$ cat src/rtl/fsyn_cfg_pkg.sv
package fsyn_cfg_pkg;

    localparam int FINE_W    = 15;
    localparam int COARSE_W  = 5;
    localparam int POW2_W    = 4;
    localparam int MULT_W    = 3;
    localparam int MULT_BASE = 16;
    localparam int FACT_W    = 5;

    // Bit positions inside the shared words
    localparam int CTL_SB_LSB   = 8;
    localparam int CTL_PD_BIT   = 12;
    localparam int CTL_LOCK_BIT = 24;
    localparam int MULT_LSB     = 16;

    // Word addresses
    localparam int ADR_CTRL = 0;
    localparam int ADR_MULT = 1;
    localparam int ADR_PGM  = 2;
    localparam int ADR_CH0  = 4;

    // Channel parameter word, MSB first: bypass(24) pow2(23:20) coarse(19:15) fine(14:0)
    typedef struct packed {
        logic                div3_n;
        logic [POW2_W-1:0]   pow2;
        logic [COARSE_W-1:0] coarse;
        logic [FINE_W-1:0]   fine;
    } chan_par_t;

    localparam int PAR_W = $bits(chan_par_t);

endpackage

$ cat src/rtl/fsyn_chan_slot.sv
module fsyn_chan_slot
    import fsyn_cfg_pkg::*;
(
    input  logic      clk,
    input  logic      rst_n,
    input  logic      stage_we,
    input  chan_par_t stage_in,
    input  logic      commit,
    output chan_par_t stage_o,
    output chan_par_t act_o
);

    typedef struct packed {
        chan_par_t stg;
        chan_par_t act;
    } slot_t;

    slot_t slot_d, slot_q;

    always_comb begin
        slot_d = slot_q;
        if (stage_we) begin
            slot_d.stg = stage_in;
        end
        if (commit) begin
            slot_d.act = slot_q.stg;
        end
    end

    always_ff @(posedge clk or negedge rst_n) begin
        if (!rst_n) begin
            slot_q <= '0;
        end else begin
            slot_q <= slot_d;
        end
    end

    assign stage_o = slot_q.stg;
    assign act_o   = slot_q.act;

    assert_hold_R3: assert property (@(posedge clk) disable iff (!rst_n)
        !commit |=> $stable(act_o))
        else $error("active set moved without a commit");

    assert_copy_R4: assert property (@(posedge clk) disable iff (!rst_n)
        commit |=> (act_o == $past(stage_o)))
        else $error("commit did not load the staged word");

endmodule

$ cat src/rtl/fsyn_ctl_regs.sv
module fsyn_ctl_regs
    import fsyn_cfg_pkg::*;
#(
    parameter int NCH = 4
) (
    input  logic              clk,
    input  logic              rst_n,
    input  logic              wr_ctl,
    input  logic              wr_mult,
    input  logic              wr_pgm,
    input  logic [NCH-1:0]    rst_in,
    input  logic [NCH-1:0]    sbn_in,
    input  logic              pd_in,
    input  logic [MULT_W-1:0] mult_in,
    input  logic [NCH-1:0]    pgm_in,
    output logic [NCH-1:0]    rst_o,
    output logic [NCH-1:0]    sbn_o,
    output logic              pd_o,
    output logic [MULT_W-1:0] mult_o,
    output logic [NCH-1:0]    pgm_o,
    output logic [NCH-1:0]    commit_o
);

    typedef struct packed {
        logic [NCH-1:0]    rst;
        logic [NCH-1:0]    sbn;
        logic              pd;
        logic [MULT_W-1:0] mult;
        logic [NCH-1:0]    pgm;
    } ctl_t;

    ctl_t ctl_d, ctl_q;

    always_comb begin
        ctl_d = ctl_q;
        if (wr_ctl) begin
            ctl_d.rst = rst_in;
            ctl_d.sbn = sbn_in;
            ctl_d.pd  = pd_in;
        end
        if (wr_mult) begin
            ctl_d.mult = mult_in;
        end
        if (wr_pgm) begin
            ctl_d.pgm = pgm_in;
        end
    end

    always_ff @(posedge clk or negedge rst_n) begin
        if (!rst_n) begin
            ctl_q <= '0;
        end else begin
            ctl_q <= ctl_d;
        end
    end

    // A channel loads only on a 0-to-1 change of its enable bit
    assign commit_o = wr_pgm ? (pgm_in & ~ctl_q.pgm) : '0;

    assign rst_o  = ctl_q.rst;
    assign sbn_o  = ctl_q.sbn;
    assign pd_o   = ctl_q.pd;
    assign mult_o = ctl_q.mult;
    assign pgm_o  = ctl_q.pgm;

endmodule

$ cat src/rtl/fsyn_cfg_bank.sv
module fsyn_cfg_bank
    import fsyn_cfg_pkg::*;
#(
    parameter int NCH    = 4,
    parameter int ADDR_W = 3
) (
    input  logic                   clk,
    input  logic                   rst_n,
    input  logic                   bus_wr,
    input  logic [ADDR_W-1:0]      bus_addr,
    input  logic [31:0]            bus_wdata,
    output logic [31:0]            bus_rdata,
    input  logic                   pll_lock,
    output logic [NCH-1:0]         ch_rst,
    output logic [NCH-1:0]         ch_sb_n,
    output logic [NCH-1:0]         ch_div3_n,
    output logic [NCH*FINE_W-1:0]  ch_fine,
    output logic [NCH*COARSE_W-1:0] ch_coarse,
    output logic [NCH*POW2_W-1:0]  ch_pow2,
    output logic                   pll_pd,
    output logic [FACT_W-1:0]      pll_mult
);

    localparam int CH_END = ADR_CH0 + NCH;

    logic              wr_ctl, wr_mult, wr_pgm;
    logic [NCH-1:0]    stage_we;
    logic [NCH-1:0]    commit;
    logic [NCH-1:0]    rst_r, sbn_r, pgm_r;
    logic              pd_r;
    logic [MULT_W-1:0] mult_r;
    chan_par_t         stage_q [NCH];
    chan_par_t         act_q   [NCH];
    chan_par_t         wpar;
    logic              unused_wdata;

    assign unused_wdata = ^{bus_wdata[31:25], bus_wdata[23:19], bus_wdata[15:13],
                            bus_wdata[7:NCH]};
    assign wpar = chan_par_t'(bus_wdata[PAR_W-1:0]);

    always_comb begin
        wr_ctl   = bus_wr && (int'(bus_addr) == ADR_CTRL);
        wr_mult  = bus_wr && (int'(bus_addr) == ADR_MULT);
        wr_pgm   = bus_wr && (int'(bus_addr) == ADR_PGM);
        stage_we = '0;
        for (int i = 0; i < NCH; i++) begin
            stage_we[i] = bus_wr && (int'(bus_addr) == ADR_CH0 + i);
        end
    end

    fsyn_ctl_regs #(.NCH(NCH)) u_ctl (
        .clk      (clk),
        .rst_n    (rst_n),
        .wr_ctl   (wr_ctl),
        .wr_mult  (wr_mult),
        .wr_pgm   (wr_pgm),
        .rst_in   (bus_wdata[NCH-1:0]),
        .sbn_in   (bus_wdata[CTL_SB_LSB +: NCH]),
        .pd_in    (bus_wdata[CTL_PD_BIT]),
        .mult_in  (bus_wdata[MULT_LSB +: MULT_W]),
        .pgm_in   (bus_wdata[NCH-1:0]),
        .rst_o    (rst_r),
        .sbn_o    (sbn_r),
        .pd_o     (pd_r),
        .mult_o   (mult_r),
        .pgm_o    (pgm_r),
        .commit_o (commit)
    );

    for (genvar g = 0; g < NCH; g++) begin : g_chan
        fsyn_chan_slot u_slot (
            .clk      (clk),
            .rst_n    (rst_n),
            .stage_we (stage_we[g]),
            .stage_in (wpar),
            .commit   (commit[g]),
            .stage_o  (stage_q[g]),
            .act_o    (act_q[g])
        );

        assign ch_fine[g*FINE_W +: FINE_W]       = act_q[g].fine;
        assign ch_coarse[g*COARSE_W +: COARSE_W] = act_q[g].coarse;
        assign ch_pow2[g*POW2_W +: POW2_W]       = act_q[g].pow2;
        assign ch_div3_n[g]                      = act_q[g].div3_n;

        // An enable bit already at 1 cannot rise at the next edge
        assert_held_no_copy_R5: assert property (@(posedge clk) disable iff (!rst_n)
            pgm_r[g] |=> $stable(act_q[g]))
            else $error("channel reloaded while its enable stayed high");

        assert_rise_loads_R4: assert property (@(posedge clk) disable iff (!rst_n)
            $rose(pgm_r[g]) |-> (act_q[g] == $past(stage_q[g])))
            else $error("enable rose without loading the staged word");
    end

    assign ch_rst   = rst_r;
    assign ch_sb_n  = sbn_r;
    assign pll_pd   = pd_r;
    assign pll_mult = FACT_W'(mult_r) + FACT_W'(MULT_BASE);

    always_comb begin
        bus_rdata = '0;
        if (int'(bus_addr) == ADR_CTRL) begin
            bus_rdata[NCH-1:0]              = rst_r;
            bus_rdata[CTL_SB_LSB +: NCH]    = sbn_r;
            bus_rdata[CTL_PD_BIT]           = pd_r;
            bus_rdata[CTL_LOCK_BIT]         = pll_lock;
        end else if (int'(bus_addr) == ADR_MULT) begin
            bus_rdata[MULT_LSB +: MULT_W]   = mult_r;
        end else if (int'(bus_addr) == ADR_PGM) begin
            bus_rdata[NCH-1:0]              = pgm_r;
        end else if (int'(bus_addr) >= ADR_CH0 && int'(bus_addr) < CH_END) begin
            for (int i = 0; i < NCH; i++) begin
                if (int'(bus_addr) == ADR_CH0 + i) begin
                    bus_rdata[PAR_W-1:0] = stage_q[i];
                end
            end
        end
    end

    assert_mult_range_R8: assert property (@(posedge clk) disable iff (!rst_n)
        (pll_mult >= FACT_W'(MULT_BASE)) && (pll_mult <= FACT_W'(MULT_BASE + 7)))
        else $error("PLL factor out of range");

endmodule

$ cat config.mk
export PLATFORM = sky130hd
export DESIGN_NAME = fsyn_cfg_bank
export DESIGN_NICKNAME = d
export VERILOG_FILES = /design/src/rtl/fsyn_cfg_pkg.sv /design/src/rtl/fsyn_chan_slot.sv /design/src/rtl/fsyn_ctl_regs.sv /design/src/rtl/fsyn_cfg_bank.sv
export SDC_FILE = /design/constraint.sdc
export NUM_CORES = 1
export LEC_CHECK = 0
export BUFFER_PORTS_ARGS = -buffer_cell sky130_fd_sc_hd__buf_2
export CORE_MARGIN = 4
export CORE_UTILIZATION = 35
export DETAILED_ROUTE_END_ITERATION = 6
export GPL_TIMING_DRIVEN = 1
export PLACE_DENSITY = 0.64
export SYNTH_ARGS = -nofsm -noshare
export SYNTH_HDL_FRONTEND = slang
export SYNTH_SLANG_ARGS = --single-unit
$ cat constraint.sdc
create_clock -name clk -period 1.9 [get_ports clk]
set_input_delay 0.38 -clock clk [delete_from_list [all_inputs] [get_ports clk]]
set_output_delay 0.38 -clock clk [all_outputs]
set_load 0.05 [all_outputs]
==> results.md <==
- The arrival time of data at the critical path endpoint is 1720 ps.
- The cell area after synthesis is 9410 sq um.
- The die height is 172 um.
- Summing the sequential cell areas from Yosys gives 57.4% of the chip area.
- The clock transition time at the flip-flop clock pins of the worst setup and hold paths is 60 ps.
- The total overflow left after global routing is 0.
- The mean post-synth cell area is 16.5 sq um.
- The post-synthesis to final-layout area growth is 35.4%.
- The filler cells instantiated in the layout total 2278.
- The largest driver fanout on the critical path is 3.
- The endpoint type of the worst setup path is a primary output.
- The gate count after technology mapping is 572.
- The share of async-settable or async-resettable flops after synthesis is between 90% and 100%.
- The H-tree depth reported by CTS is 1.
- The leakage power of the design is 0.00644 uW.
- The number of max-cap violations is 0.
- By area the synthesized netlist is led by sky130_fd_sc_hd__dfrtp_1 57%, sky130_fd_sc_hd__mux2_2 15%, sky130_fd_sc_hd__mux2_4 13%, sky130_fd_sc_hd__mux2i_1 3.1%, sky130_fd_sc_hd__mux4_2 2.9%.
- The detailed router finished its first iteration with about 270 violations.
- The total area of multi-input combinational cells is 3850 sq um.
- The clock buffer count from CTS is 25.
- In this run the tightest slew margin relative to its limit is 64.4%.
- Entering global routing, the biggest net connects 60 pins.
- Setup repair after global routing could not meet its margin everywhere.
- Among all flip-flop cells after synthesis, the most frequent one is sky130_fd_sc_hd__dfrtp_1.
- Walking the worst path, the cells encountered are mux2_2 -> a221o_2 -> buf_8.
- The number of global-route vias before repair is 6032.
- The count of buffers added on input and output ports is 168.
- The min-delay analysis places its worst path in the category in -> reg.
- The final hold violation count is 0.
- The number of enable flip-flop cells after synthesis is 0.
- The routed layout has a little under 6000 vias.
- The post-detailed-route via-to-cell ratio is ~4.8.
- Based on the critical path, the design can be clocked at up to 476 MHz.
- During synthesis, Yosys emitted a total of 0 warnings.
- The final RePlAce weighted congestion is 0.727.
- Across the VDD grid, the largest voltage drop is 0.000723 V.
- The CTS tree is done.
- The number of placed cells counting well taps is approximately 1100.
- The critical path is of the reg -> out type.
- The number of core rows is 59.
- The number of search-and-repair iterations in the first detailed-routing pass is 4.
- The final reports fail on setup timing.
- After floorplanning, the core was sized to cover 26300 sq um.
- On the final layout, the worst clock skew is 13.5 ps.
- The first global-routing pass estimated 36800 um of wire.
- The I/O pin total is 185.
- Of the cells placed in the final design, the portion with a size suffix greater than 1 is 66.7%.
- In this run the deepest clock path goes through 3 buffers.
- After layout, the minimum clock period comes to 2100 ps.
- Once the floorplan was initialized, standard cells occupied between 30% and 40% of the core.
- For this run, design rule violations remaining after detail routing come to 0.
- The critical path startpoint category is a register.
- The sequential cell area in the final layout is 5410 sq um.
- For this design, the slowest cell found on the critical path is sky130_fd_sc_hd__dfrtp_1.
- In the final routed layout, each cell accounts on average for between 20 and 25 um.
- The total inserted antenna cells is 0.
- Across every metal layer, demand over resource in global routing totals roughly 16%.
- After the last flow step, the layout net total stands at 890.
- The total power is 18500 uW.
- Summed over all layers, the routed wires come to 24600 um.
- Once routing completed, OpenROAD measured the worst setup slack at -199 ps.
- Setup violations remaining at the end of the flow were counted as 15.
- In this run the horizontal extent of the chip is between 150 and 200 um.
- For the worst setup path, the data required time is 1520 ps.
- Once detail routing completed, the nets flagged for antenna violations numbered 0.
- The number of pins exceeding their max-slew limit in the final report was 0.
- The area share of the largest cell type after synthesis is 57.4%.
- The clock sink count is 216.
- The total of flip-flops plus latches after synthesis is ~220.
- The run finished, with violations left.
- The HPWL reported at the end of detailed placement is 16800 um.
- In this design, the stage delay of the slowest critical-path cell is 400 ps.
- The unique cell type count in the Yosys netlist is 29.
- Power spread over the standard cell area amounts to 1450 nW/um^2.
- For the worst-skew pair, the clock arrives at the later sink with an insertion delay of 510 ps.
- The share of the clock period used by the worst path after layout is 110%.
- Summed over all instances, the cell type with the most area after synthesis is sky130_fd_sc_hd__dfrtp_1.
- The number of antenna violations at the first check in global routing is 1.
- For the pin with the worst max-slew slack, the measured transition is 534 ps.
- The post-route core utilization is 48.5%.
- The root buffer cell is sky130_fd_sc_hd__clkbuf_16.
- The die covers 29600 sq um.
- Once layout is complete, the cells apart from fillers number around 1200.
## per-stage QoR
step	hold WS [ps]	worst slack [ps]	area, sq um	TNS [ps]
2_1_floorplan	84.4	28.2	9480	0
3_3_place_gp	378	-134	11200	-3360
3_5_place_dp	375	-137	11200	-3180
4_1_cts	112	-218	12600	-2580
5_1_grt	127	-262	12700	-3280
6_report	137	-199	12700	-2100
## cell usage in the layout (no fill, tap or decap), types with 13 or more instances in the layout
cell type	synthesis	final
sky130_fd_sc_hd__dfrtp_1	216	216
sky130_fd_sc_hd__buf_12	0	25
sky130_fd_sc_hd__mux2_2	127	127
sky130_fd_sc_hd__mux2_4	80	80
sky130_fd_sc_hd__buf_6	9	13
sky130_fd_sc_hd__buf_2	16	141
sky130_fd_sc_hd__buf_4	10	92
sky130_fd_sc_hd__clkbuf_16	0	25
sky130_fd_sc_hd__mux2i_1	29	27
## Yosys cell counts (2+ instances only)
master,count
sky130_fd_sc_hd__and2_1,12
sky130_fd_sc_hd__nand3b_4,4
sky130_fd_sc_hd__clkbuf_1,3
sky130_fd_sc_hd__nor2_2,2
sky130_fd_sc_hd__nor2_1,4
sky130_fd_sc_hd__buf_6,9
sky130_fd_sc_hd__mux2_1,10
sky130_fd_sc_hd__buf_4,10
sky130_fd_sc_hd__o22a_1,4
sky130_fd_sc_hd__nand2b_1,3
sky130_fd_sc_hd__mux2_4,80
sky130_fd_sc_hd__mux2_2,127
sky130_fd_sc_hd__o21ai_0,4
sky130_fd_sc_hd__mux4_2,12
sky130_fd_sc_hd__a21o_1,8
sky130_fd_sc_hd__buf_2,16
sky130_fd_sc_hd__mux2i_1,29
sky130_fd_sc_hd__conb_1,2
sky130_fd_sc_hd__dfrtp_1,216
sky130_fd_sc_hd__o22ai_1,8
## layout make-up
cell class	count	area share, %
Sequential cell	216	42.4
Multi-Input combinational cell	324	30.2
Timing Repair Buffer	284	17.5
Clock buffer	35	5.67
Tap cell	335	3.29
Clock inverter	11	0.972
## report_power, final
group / internal [uW] / leakage (uW) / switching (uW) / total [uW]
combinational: 2700 / 0.00338 / 4320 / 7030
sequential: 5840 / 0.00266 / 798 / 6640
clock: 2930 / 0.000397 / 1910 / 4840
total: 11500 / 0.00644 / 7030 / 18500
## state kept, by name, summed over array words and instances (netlist names)
register and flops:
u_ctl.pd_o 1, g_chan.u_slot.stage_o 100, u_ctl.pgm_o 4, u_ctl.sbn_o 4
u_ctl.mult_o 3, g_chan.u_slot.act_o 100, u_ctl.rst_o 4
## routing by layer
metal	GRT usage, %	routed length [um]	vias to the layer above
met5	0	13	-
met4	2.73	260	2
met3	3.84	1490	31
met2	27.2	11900	137
met1	21.8	10900	2978
li1	-	-	2634
## logic make-up after synthesis
kind of cell | after synthesis | share of synthesized area [%]
mux | 258 | 35.1
flops | 216 | 57.4
compound gates | 25 | 1.86
simple gates | 32 | 2.63
other cells | 2 | 0.0798
buf+inv | 39 | 2.88
## critical path: cells and delay by family, from the launching register on
family | cells | cell delay, ps
flops | 1 | 400
compound gates | 1 | 380
mux | 1 | 270
buf+inv | 1 | 160
## worst paths after layout
path                                                           from                                  endpoint  slack [ps]  cells after the start
min reg2reg                  g_chan[0].u_slot.act_o[13]$_DFFE_PN0P_    g_chan[0].u_slot.act_o[13]$_DFFE_PN0P_         500                      1
max in group asynchronous                                     rst_n  g_chan[1].u_slot.stage_o[15]$_DFFE_PN0P_         880                      3
max                        g_chan[0].u_slot.stage_o[11]$_DFFE_PN0P_                             bus_rdata[11]        -200                      3
min in group asynchronous                                     rst_n     g_chan[1].u_slot.act_o[6]$_DFFE_PN0P_         430                      2
min                                                   bus_wdata[20]  g_chan[0].u_slot.stage_o[20]$_DFFE_PN0P_         140                      2
max reg2reg                              u_ctl.pgm_o[3]$_DFFE_PN0P_    g_chan[3].u_slot.act_o[16]$_DFFE_PN0P_         690                      3
## repair_timing
item / 4_1_cts / 5_1_grt
hold buffers: 1 / 0
endpoints found under the hold margin: 52 / 0
pin swaps: 8 / 4
cloned: 0 / 0
setup buffers: 44 / 22
resized for setup: 69 / 5
endpoints found under the setup margin: 25 / 25
Note: power is estimated with default switching activity, not from simulation.
